==> config.mk <==
export PLATFORM = sky130hd
export DESIGN_NAME = crc16r_engine
export DESIGN_NICKNAME = d
export VERILOG_FILES = /design/src/rtl/crc16r_pkg.sv /design/src/rtl/crc16r_step.sv /design/src/rtl/crc16r_mixin.sv /design/src/rtl/crc16r_bytesel.sv /design/src/rtl/crc16r_engine.sv
export SDC_FILE = /design/constraint.sdc
export NUM_CORES = 1
export LEC_CHECK = 0
export ABC_CLOCK_PERIOD_IN_PS = 1500
export BUFFER_PORTS_ARGS = -buffer_cell sky130_fd_sc_hd__buf_4
export CORE_UTILIZATION = 46
export DETAILED_ROUTE_END_ITERATION = 8
export GPL_TIMING_DRIVEN = 0
export HOLD_SLACK_MARGIN = 0.03
export PLACE_DENSITY = 0.77
export SETUP_SLACK_MARGIN = 0.05
export SYNTH_ARGS = -nofsm -noshare
export SYNTH_HDL_FRONTEND = slang
export SYNTH_SLANG_ARGS = --single-unit
==> constraint.sdc <==
create_clock -name clk -period 1.5 [get_ports clk]
set_clock_uncertainty 0.05 [all_clocks]
set_input_delay 0.15 -clock clk [delete_from_list [all_inputs] [get_ports clk]]
set_output_delay 0.15 -clock clk [all_outputs]
set_load 0.05 [all_outputs]
==> src/rtl/crc16r_pkg.sv <==
package crc16r_pkg;
    typedef enum logic [1:0] {
        ST_IDLE  = 2'd0,
        ST_SHIFT = 2'd1,
        ST_EMIT  = 2'd2
    } state_e;

    localparam int DEF_CRC_W  = 16;
    localparam int DEF_BYTE_W = 8;
endpackage

==> src/rtl/crc16r_step.sv <==
module crc16r_step #(
    parameter int               W    = 16,
    parameter logic [W-1:0]     POLY = 16'hA001
) (
    input  logic [W-1:0] crc_i,
    output logic [W-1:0] crc_o
);
    logic [W-1:0] shifted;

    // one right shift, zero into the top bit, conditional polynomial fold
    assign shifted = {1'b0, crc_i[W-1:1]};
    assign crc_o   = crc_i[0] ? (shifted ^ POLY) : shifted;
endmodule

==> src/rtl/crc16r_mixin.sv <==
module crc16r_mixin #(
    parameter int CRC_W  = 16,
    parameter int BYTE_W = 8
) (
    input  logic [CRC_W-1:0]  crc_i,
    input  logic [BYTE_W-1:0] byte_i,
    output logic [CRC_W-1:0]  crc_o
);
    for (genvar g = 0; g < CRC_W; g++) begin : g_bit
        if (g < BYTE_W) begin : g_mix
            assign crc_o[g] = crc_i[g] ^ byte_i[g];
        end else begin : g_pass
            assign crc_o[g] = crc_i[g];
        end
    end
endmodule

==> src/rtl/crc16r_bytesel.sv <==
module crc16r_bytesel #(
    parameter int CRC_W  = 16,
    parameter int BYTE_W = 8,
    parameter int NBYTES = CRC_W / BYTE_W,
    parameter int IDX_W  = (NBYTES > 1) ? $clog2(NBYTES) : 1
) (
    input  logic [CRC_W-1:0]  crc_i,
    input  logic [IDX_W-1:0]  idx_i,
    output logic [BYTE_W-1:0] byte_o
);
    logic [BYTE_W-1:0] lanes [NBYTES];

    for (genvar g = 0; g < NBYTES; g++) begin : g_lane
        assign lanes[g] = crc_i[g*BYTE_W +: BYTE_W];
    end

    assign byte_o = lanes[idx_i];
endmodule

==> src/rtl/crc16r_engine.sv <==
module crc16r_engine #(
    parameter int                 CRC_W  = crc16r_pkg::DEF_CRC_W,
    parameter int                 BYTE_W = crc16r_pkg::DEF_BYTE_W,
    parameter logic [CRC_W-1:0]   POLY   = 16'hA001,
    parameter logic [CRC_W-1:0]   INIT   = 16'hFFFF
) (
    input  logic              clk,
    input  logic              rst_n,
    input  logic              clr,
    input  logic              in_valid,
    input  logic [BYTE_W-1:0] in_data,
    output logic              in_ready,
    input  logic              eof_req,
    input  logic              chk_req,
    output logic              out_valid,
    output logic [BYTE_W-1:0] out_data,
    input  logic              out_ready,
    output logic [CRC_W-1:0]  crc_out,
    output logic              crc_ok,
    output logic              crc_err
);
    import crc16r_pkg::*;

    localparam int NBYTES = CRC_W / BYTE_W;
    localparam int CNT_W  = (BYTE_W > 1) ? $clog2(BYTE_W) : 1;
    localparam int IDX_W  = (NBYTES > 1) ? $clog2(NBYTES) : 1;
    localparam logic [CNT_W-1:0] LAST_SHIFT = CNT_W'(BYTE_W - 1);
    localparam logic [IDX_W-1:0] LAST_BYTE  = IDX_W'(NBYTES - 1);

    typedef struct packed {
        state_e             st;
        logic [CRC_W-1:0]   crc;
        logic [CNT_W-1:0]   cnt;
        logic [IDX_W-1:0]   idx;
        logic               ok;
        logic               err;
    } regs_t;

    regs_t r_q, r_d;

    logic [CRC_W-1:0]  mixed;
    logic [CRC_W-1:0]  stepped;
    logic [BYTE_W-1:0] sel_byte;

    crc16r_mixin #(.CRC_W(CRC_W), .BYTE_W(BYTE_W)) u_mixin (
        .crc_i  (r_q.crc),
        .byte_i (in_data),
        .crc_o  (mixed)
    );

    crc16r_step #(.W(CRC_W), .POLY(POLY)) u_step (
        .crc_i (r_q.crc),
        .crc_o (stepped)
    );

    crc16r_bytesel #(.CRC_W(CRC_W), .BYTE_W(BYTE_W), .NBYTES(NBYTES), .IDX_W(IDX_W)) u_sel (
        .crc_i  (r_q.crc),
        .idx_i  (r_q.idx),
        .byte_o (sel_byte)
    );

    always_comb begin
        r_d = r_q;
        if (clr) begin
            r_d.st  = ST_IDLE;
            r_d.crc = INIT;
            r_d.cnt = '0;
            r_d.idx = '0;
            r_d.ok  = 1'b0;
            r_d.err = 1'b0;
        end else begin
            unique case (r_q.st)
                ST_IDLE: begin
                    if (in_valid) begin
                        r_d.crc = mixed;
                        r_d.cnt = '0;
                        r_d.st  = ST_SHIFT;
                        r_d.ok  = 1'b0;
                        r_d.err = 1'b0;
                    end else if (eof_req) begin
                        r_d.idx = '0;
                        r_d.st  = ST_EMIT;
                    end else if (chk_req) begin
                        r_d.ok  = (r_q.crc == '0);
                        r_d.err = (r_q.crc != '0);
                    end
                end
                ST_SHIFT: begin
                    r_d.crc = stepped;
                    if (r_q.cnt == LAST_SHIFT) begin
                        r_d.cnt = '0;
                        r_d.st  = ST_IDLE;
                    end else begin
                        r_d.cnt = r_q.cnt + 1'b1;
                    end
                end
                ST_EMIT: begin
                    if (out_ready) begin
                        if (r_q.idx == LAST_BYTE) begin
                            r_d.idx = '0;
                            r_d.st  = ST_IDLE;
                        end else begin
                            r_d.idx = r_q.idx + 1'b1;
                        end
                    end
                end
                default: r_d.st = ST_IDLE;
            endcase
        end
    end

    always_ff @(posedge clk or negedge rst_n) begin
        if (!rst_n) begin
            r_q.st  <= ST_IDLE;
            r_q.crc <= INIT;
            r_q.cnt <= '0;
            r_q.idx <= '0;
            r_q.ok  <= 1'b0;
            r_q.err <= 1'b0;
        end else begin
            r_q <= r_d;
        end
    end

    assign in_ready  = (r_q.st == ST_IDLE) && !clr;
    assign out_valid = (r_q.st == ST_EMIT);
    assign out_data  = sel_byte;
    assign crc_out   = r_q.crc;
    assign crc_ok    = r_q.ok;
    assign crc_err   = r_q.err;
endmodule

**Word-level counts from Yosys, hierarchy flattened**

Index checks and enable logic that the tools add are counted.

- Register bits after elaboration: 24
- Bits of input ports: 15
- Output and inout bits: 28
- Logic and storage cells: 70

- $add $sub $neg: 2
- Order comparisons: 1
- Equality and inequality tests: 12
- Mux-type cells: 23
- Bitwise logic cells: 10
- Reductions and logical operators: 15

Operator list:

| kind | count |
|---|---|
| 19-bit case mux with 2 select lines | 1 |
| 24-bit two-way mux | 1 |
| 8-bit two-way mux | 3 |
| 2-bit two-way mux | 9 |
| 16-bit zero test | 1 |
| 16-bit two-way mux | 1 |
| 16-bit nonzero test | 1 |
| 3-bit != test (second input constant) | 5 |
| 11-bit two-way mux | 1 |
| 3-bit nonzero test | 3 |
| 4-bit AND reduction | 2 |
| 1-bit XOR | 8 |
| 3-bit by 2-bit != test with 1-bit output (second input constant) | 2 |
| 2-bit case mux with 3 select lines | 1 |
| 1-bit two-way mux | 4 |
| 4-bit != test (second input constant) | 1 |
| 2-bit AND reduction | 2 |
| 2-bit nonzero test | 2 |
| 3-bit by 1-bit adder with 3-bit output (second input constant) | 1 |
| 3-bit equality test (second input constant) | 1 |
| 3-bit two-way mux | 1 |
| 2-bit inverter with 3-bit output | 1 |
| 3-bit AND reduction | 1 |
| 2-bit by 1-bit equality test with 1-bit output (second input constant) | 1 |
| other kinds (9) | 9 |

**Logic depth before layout (Yosys ltp)**

Gate-level depths: netlist of the first run.

- Depth in word-level cells: 6
- Depth in mapped cells: 7

**Cells and area by module**

From an unflattened synthesis of the first run, not the netlist that was laid out.

- Cells, all modules: 176
- Area, all modules: 1,803.0 µm²

Modules (own cells, without submodules):

| module | instances | cells each | area each (µm²) | sequential area each (µm²) |
|---|---|---|---|---|
| crc16r_engine | 1 | 135 | 1,418.9 | 620.6 |
| crc16r_bytesel | 1 | 9 | 131.4 | 0.0 |
| crc16r_mixin | 1 | 16 | 130.1 | 0.0 |
| crc16r_step | 1 | 16 | 122.6 | 0.0 |

**Least setup slack after synthesis of the first run**

No wires, ideal clock.

- Kind: reg2out
- Start: register r_q, in the netlist crc_out[0]
- End: output out_data[0]
- Data arrival time: 1.712 ns
- Data required time: 1.300 ns
- Path slack: -0.412 ns
- Stages on the path, launching flop included: 3
- Path buffers: 0
- Cell sequence: dfstp_2 -> inv_1 -> o21ai_0

- Word-level cells in the longest chain between the ends: 3

RTL lines:

| item | line | RTL |
|---|---|---|
| start, declared | crc16r_engine.sv:39 | `regs_t r_q, r_d;` |
| start signal, assigned | crc16r_engine.sv:121 | `r_q <= r_d;` |
| 8-bit two-way mux (not written as such) (3 in series) | crc16r_bytesel.sv:17 | `assign byte_o = lanes[idx_i];` |
| end, declared | crc16r_engine.sv:16 | `output logic [BYTE_W-1:0] out_data,` |

No other way between the ends. The select of a mux whose other input is x is not followed.

**Final worst setup path of the first run**

- Start: register r_q[2] (netlist bit)
- End: output out_data[5]

- Word-level cells in the longest chain between the ends: 4

RTL lines:

| item | line |
|---|---|
| 1-bit inverter with 2-bit output (not written as such) | crc16r_bytesel.sv:17 |
| 8-bit two-way mux (not written as such) (3 in series) | crc16r_bytesel.sv:17 |

No other way between the ends. The select of a mux whose other input is x is not followed.

==> results of run 1 <==
## area by class of cell
type	count	area, um2	share of cell area, %
Buffer	24	196	8.32
Clock buffer	3	22.5	0.953
Inverter	3	16.3	0.689
Multi-Input combinational cell	108	828	35.1
Sequential cell	24	621	26.3
Tap cell	44	55.1	2.33
Timing Repair Buffer	66	623	26.4
## stage by stage
step,setup WS (ns),power [W],cells
detailed placement,-0.152,0.00164,246
floorplan,-0.0309,0.00140,160
global route,-0.102,0.00228,272
global placement,-0.0955,0.00162,246
CTS,-0.0362,0.00200,259
finish,-0.0571,0.00220,272
## worst max-delay path, stage by stage, from the launching register on
cell     delay [ns]
dfrtp_1        0.43
buf_6          0.15
mux2_4         0.31
buf_8          0.15
## what timing repair did
action / in CTS / in global routing
hold endpoints to repair: 26 / 0
hold buffers: 3 / 0
gates cloned: 0 / 0
buffers inserted: 7 / 14
resized for setup: 17 / 54
pin swaps: 2 / 7
setup endpoints to repair: 14 / 29
## routing by layer
layer	track usage (%)	share of wire [%]	vias to the layer above
li1	-	-	695
met1	31.7	38	771
met2	41.6	53	75
met3	2.84	4.8	21
met4	12.6	4.1	0
met5	0	0	-
## cell families (layout without fill, tap and decap cells)
| kind of cell | after synthesis | in the layout | synth area share (%) |
|---|---|---|---|
| AND/OR/NAND/NOR | 57 | 57 | 20.2 |
| AO/OA/AOI/OAI | 40 | 40 | 16.7 |
| buffers and inverters | 28 | 96 | 13.3 |
| flip-flops | 24 | 24 | 41.5 |
| multiplexers | 7 | 7 | 5.27 |
| adder cells (fa/ha/maj) | 3 | 3 | 2.51 |
| XOR/XNOR | 1 | 1 | 0.586 |
## power breakdown
part	leakage (nW)	internal (W)	switching, W	total, W
Combinational	0.782	0.000479	0.000607	0.00109
Clock	0.0138	0.0000942	0.000194	0.000288
Sequential	0.277	0.000742	0.0000845	0.000827
Total	1.07	0.00132	0.000885	0.00220
## final timing paths
| path | from | slack [ns] | endpoint |
|---|---|---|---|
| worst max-delay path | r_q[2] | -0.06 | out_data[5] |
| worst min-delay path | in_data[4] | 0.05 | crc_out[4] |
| worst max register to register | r_q[22] | 0.04 | crc_out[2] |
| worst min register to register | crc_out[12] | 0.49 | crc_out[11] |
| max in group asynchronous | rst_n | 0.91 | crc_out[11] |
| min in group asynchronous | rst_n | 0.20 | r_q[22] |
## flip-flops by register name, summed over array words and instances, names as in the netlist
signal and flops:
crc_err 1, r_q 6, crc_out 16, crc_ok 1
## placed cells by master (no fill, tap or decap), types with 4 or more instances in the layout
cell type,synthesis,final
mux2_4,0,6
or3_2,4,4
buf_8,0,10
dfstp_2,16,16
nand3_1,15,15
nor2_1,6,5
a21oi_1,12,9
buf_4,16,55
dfrtp_1,8,8
buf_6,4,19
o21ai_0,11,9
nand2_1,17,15
==> impl_metrics.py, run 1 <==
metrics = {
    "route": {
        "wl_mm": 4.68,
        "drtIter0Drc": 75,
        "wl_per_cell_um": 17.2,
        "drc": 0,
        "via_count": 1562,
        "drtAntennaViolNets": 0,
        "via_per_inst": 5.74,
        "dr.pass1.iters": 4,
    },
    "worst_hold_path": {
        "hold_path_class": "input port to register",
        "hold_path_depth": 4,
    },
    "logic_synthesis": {
        "syn_avg_cell_area_um2": 9.34,
        "synth_top_area_share_pct": 28.1,
        "syn-num-nets": 178,
        "synth.most_common_cell": "nand2_1",
        "ys_seq_area_share_pct": 41.5,
        "synth_common_cells": "nand2_1, buf_4, dfstp_2",
        "synthCells": 160,
        "syn_area_mm2": 0.00150,
        "synth_edf_count": 0,
        "synth_cell_type_count": 37,
        "synth-main-ff-cell": "dfstp_2",
        "synth_top_area_cell": "dfstp_2",
        "ys_seq_elements": 24,
        "synth_warnings": 0,
        "async_flop_share_pct": 100,
        "synth_area_leaders": "dfstp_2, dfrtp_1, buf_4, mux2_2, nand3_1",
    },
    "timing": {
        "whs_ns": 0.0486,
        "rsz0062_at_grt": "yes",
        "worst_slew_pin_slew_ns": 0.649,
        "maxSlewViolCount": 0,
        "setup_violations": 8,
        "maxSlewHeadroom_pct": 56.8,
        "period_minus_slack_ns": 1.56,
        "tns_ns": -0.354,
        "final.setup.worst_slack_ns": -0.0571,
        "hold_viol": 0,
        "fmax_mhz": 642,
        "period_share_pct": 104,
    },
    "global_route": {
        "grtUsageTotal_pct": 24.8,
        "grt_pass1_wl_mm": 6.49,
        "antenna_found_initial": 0,
        "first_global_vias": 1414,
        "grt_max_degree": 25,
        "gr-total-overflow": 0,
    },
    "run": {
        "maxCapViolations": 0,
    },
    "power_and_ir_drop": {
        "leakagePower_nw": 1.07,
        "ir_drop_uv": 453,
        "power_density_mw_per_mm2": 931,
    },
    "setup_path": {
        "crit_path_start_kind": "register",
        "critPathCaptureType": "output port",
        "r2r_cells": 5,
        "critPathArrivalTime_ns": 1.36,
        "crit_type": "register to output port",
        "worstPathRequired_ns": 1.30,
        "crit_fanout": 6,
    },
    "layout": {
        "num-fill-cells": 211,
        "drive_gt1_share_pct": 60.1,
        "nets": 248,
        "num_antenna_cells": 0,
        "fin_util_pct": 76.7,
        "final_area_mm2": 0.00236,
        "syn2layout_area_growth_pct": 58.0,
    },
    "floorplanning": {
        "initial_core_util_pct": 48.6,
        "coreArea_mm2": 0.00308,
        "rows": 20,
        "die_w_um": 59.0,
        "ios": 43,
        "dieArea_mm2": 0.00348,
        "die_h_um": 59.0,
    },
    "placement": {
        "placed_area_mm2": 0.00187,
        "portBuffers": 42,
        "gp_congestion": 0.873,
        "dp_hpwl_mm": 2.73,
    },
    "clocking": {
        "cts_tree": "built",
        "path_clk_slew_ns": 0.13,
        "cts_made_buffers": 3,
        "cts_sinks": 24,
        "htree_levels": 1,
        "clk_latency_ns": 0.32,
        "clockBufferDepth": 2,
        "root_buffer": "clkbuf_4",
    },
    "status": {
        "status": "finished, violations left",
        "violations": "negative setup slack",
    },
}
Power figures use the tool's default switching activity.
==> run 2, diff against run 1 <==
--- a/config.mk
+++ b/config.mk
@@ -14,2 +14,3 @@
 export PLACE_DENSITY = 0.77
+export RECOVER_POWER = 50
 export SETUP_SLACK_MARGIN = 0.05
==> constraint.sdc (replaced) <==
create_clock -name clk -period 1.5 [get_ports clk]
set_clock_uncertainty 0.05 [all_clocks]
set_input_delay 0.45 -clock clk [delete_from_list [all_inputs] [get_ports clk]]
set_output_delay 0.45 -clock clk [all_outputs]
set_load 0.05 [all_outputs]
==> run 2 against run 1 <==
  * The run still ends with negative setup slack left
  * Sequential share of layout area is 4.2 points lower
  * Critical path type unchanged
  * Highest routed layer unchanged
  * Design area is 19% higher
  * Hold slack better by 0.22 ns
  * Maximum frequency is 19% lower
  * Largest power group unchanged
==> impl_metrics.py, run 2 (synthesis results as in run 1) <==
metrics = {
    "timing": {
        "maxSlewViolCount": 0,
        "setup_violations": 34,
        "rsz0062_at_grt": "yes",
        "whs_ns": 0.269,
        "worst_slew_pin_slew_ns": 0.618,
        "hold_viol": 0,
        "fmax_mhz": 520,
        "maxSlewHeadroom_pct": 58.8,
        "period_share_pct": 128,
        "period_minus_slack_ns": 1.92,
        "final.setup.worst_slack_ns": -0.423,
    },
    "setup_path": {
        "timing.rr.start": "r_q[22]",
        "crit_fanout": 6,
        "reg2reg_slack_ns": -0.10,
        "cp_cell_sequence": "buf_8 -> buf_4 -> nand2_2 -> o21ai_4 -> buf_6",
        "r2r_cells": 7,
        "critPathArrivalTime_ns": 1.42,
        "crit_type": "register to output port",
        "slowest_delay_ns": 0.46,
        "crit_path_start_kind": "register",
        "worstPathRequired_ns": 1.00,
        "cp_slowest_cell": "dfrtp_2",
        "cp-startpoint": "r_q[2]",
        "rr_endpoint": "crc_out[5]",
        "critPathCaptureType": "output port",
    },
    "power_and_ir_drop": {
        "clock_power_share_pct": 19.2,
        "intPower_w": 0.00165,
        "pwr-share-seq_pct": 30.7,
        "p_comb_share_pct": 50.1,
        "ir_drop_uv": 932,
        "power_density_mw_per_mm2": 962,
        "power.switching_w": 0.00106,
        "p_sw_share_pct": 39.1,
        "leakagePower_nw": 1.27,
    },
    "route": {
        "wl_per_cell_um": 22.7,
        "drtAntennaViolNets": 0,
        "drc": 0,
        "drtIter0Drc": 140,
        "wl_mm": 6.66,
        "via_count": 1770,
        "via_per_inst": 6.04,
        "dr.pass1.iters": 5,
    },
    "floorplanning": {
        "ios": 43,
        "die_h_um": 59.0,
        "coreArea_mm2": 0.00308,
        "dieArea_mm2": 0.00348,
        "die_w_um": 59.0,
        "initial_core_util_pct": 48.6,
        "rows": 20,
    },
    "layout": {
        "num_antenna_cells": 0,
        "regArea_um2": 622,
        "fin_cells": 293,
        "final_area_mm2": 0.00282,
        "layout_commonest_cell": "buf_4",
        "syn2layout_area_growth_pct": 88.5,
        "num-fill-cells": 117,
        "multi_input_area_um2": 928,
        "final_cell_mix": "buf_4, buf_6, buf_8",
        "largest_reg_flops": 16,
        "nets": 268,
        "drive_gt1_share_pct": 71.9,
    },
    "clocking": {
        "htree_levels": 1,
        "clockBufferDepth": 2,
        "cts_tree": "built",
        "cts_made_buffers": 3,
        "clk_latency_ns": 0.35,
        "cts_sinks": 24,
        "path_clk_slew_ns": 0.16,
        "root_buffer": "clkbuf_4",
    },
    "global_route": {
        "gr-total-overflow": 0,
        "antenna_found_initial": 0,
        "grtUsageMet2_pct": 60.1,
        "grt_busiest_layer": "met2",
        "grt_util_met1_pct": 36.9,
        "first_global_vias": 1680,
        "grt_pass1_wl_mm": 8.49,
        "grt_util_met3_pct": 4.80,
        "grt_max_degree": 25,
        "grtUsageTotal_pct": 33.9,
    },
    "placement": {
        "portBuffers": 42,
        "dp_hpwl_mm": 2.76,
        "gp_congestion": 0.857,
        "placed_area_mm2": 0.00194,
        "preCtsSetupSlack_ns": -0.203,
        "placed_cells_incl_taps": 246,
    },
    "run": {
        "maxCapViolations": 0,
    },
    "worst_hold_path": {
        "hold_path_end": "r_q[23]",
        "hold_path_depth": 2,
        "hold_path_class": "input port to register",
        "hold_path_startpoint": "out_ready",
    },
    "status": {
        "status": "finished, violations left",
        "violations": "negative setup slack",
    },
}
-- run 2: changes by cell type in the layout (fill, tap and decap cells not counted), moves of 3 or more --
cell | previous run | this run
buf_8 | 10 | 21
o21ai_1 | 0 | 6
o21ai_0 | 9 | 2
a21oi_1 | 9 | 5
nand3_2 | 0 | 3
or3_2 | 4 | 0
buf_4 | 55 | 45
or3_4 | 1 | 5
buf_6 | 19 | 40
nand3_1 | 15 | 12
-- run 2: what timing repair did --
action / CTS / global route
setup endpoints to repair: 36 / 49
hold endpoints to repair: 8 / 0
hold buffers: 1 / 0
pin swaps: 14 / 13
gates resized for setup: 99 / 38
setup buffers: 29 / 17
cloned: 0 / 0
-- run 2: how the worst max path moves through the flow --
stage	endpoint	slack [ns]	cells past startpoint
floorplan	in_ready	-0.06	2
global placement	crc_ok	-0.14	5
detailed placement	crc_ok	-0.20	5
CTS	out_data[2]	-0.39	3
global route	out_data[4]	-0.47	3
finish	out_data[1]	-0.42	5
-- run 2: per-stage QoR --
stage,setup TNS [ns],util (%),total power (W)
final,-7.54,91.6,0.00271
after global routing,-8.76,91.6,0.00279
after CTS,-6.16,82.5,0.00245
after detailed placement,-1.33,63.1,0.00167
after global placement,-0.892,63.1,0.00165
after floorplan,-0.0618,-,0.00143
-- run 2: final cells by class --
cell class	instances	share of cell area, %
Multi-Input combinational cell	108	32.9
Tap cell	44	1.95
Clock inverter	1	1.07
Clock buffer	3	0.799
Buffer	23	9.54
Inverter	3	0.488
Sequential cell	24	22.1
Timing Repair Buffer	87	31.2
-- run 2: critical path: cells and delay by family, from the launching register on --
kind,cells,cell delay (ns)
flops,1,0.46
compound gates,1,0.06
buf+inv,3,0.47
simple gates,1,0.09
-- run 2: power by group through the flow --
stage	Sequential, W	Clock [W]	Combinational (W)
floorplan	0.000806	0	0.000622
global placement	0.000829	0	0.000824
detailed placement	0.000834	0	0.000840
CTS	0.000815	0.000490	0.00115
global route	0.000835	0.000549	0.00141
finish	0.000832	0.000521	0.00136
-- run 2: layer usage --
layer | wire (um) | vias up
met4 | 302 | 0
met5 | 0 | -
li1 | - | 738
met3 | 487 | 28
met1 | 2440 | 868
met2 | 3430 | 136
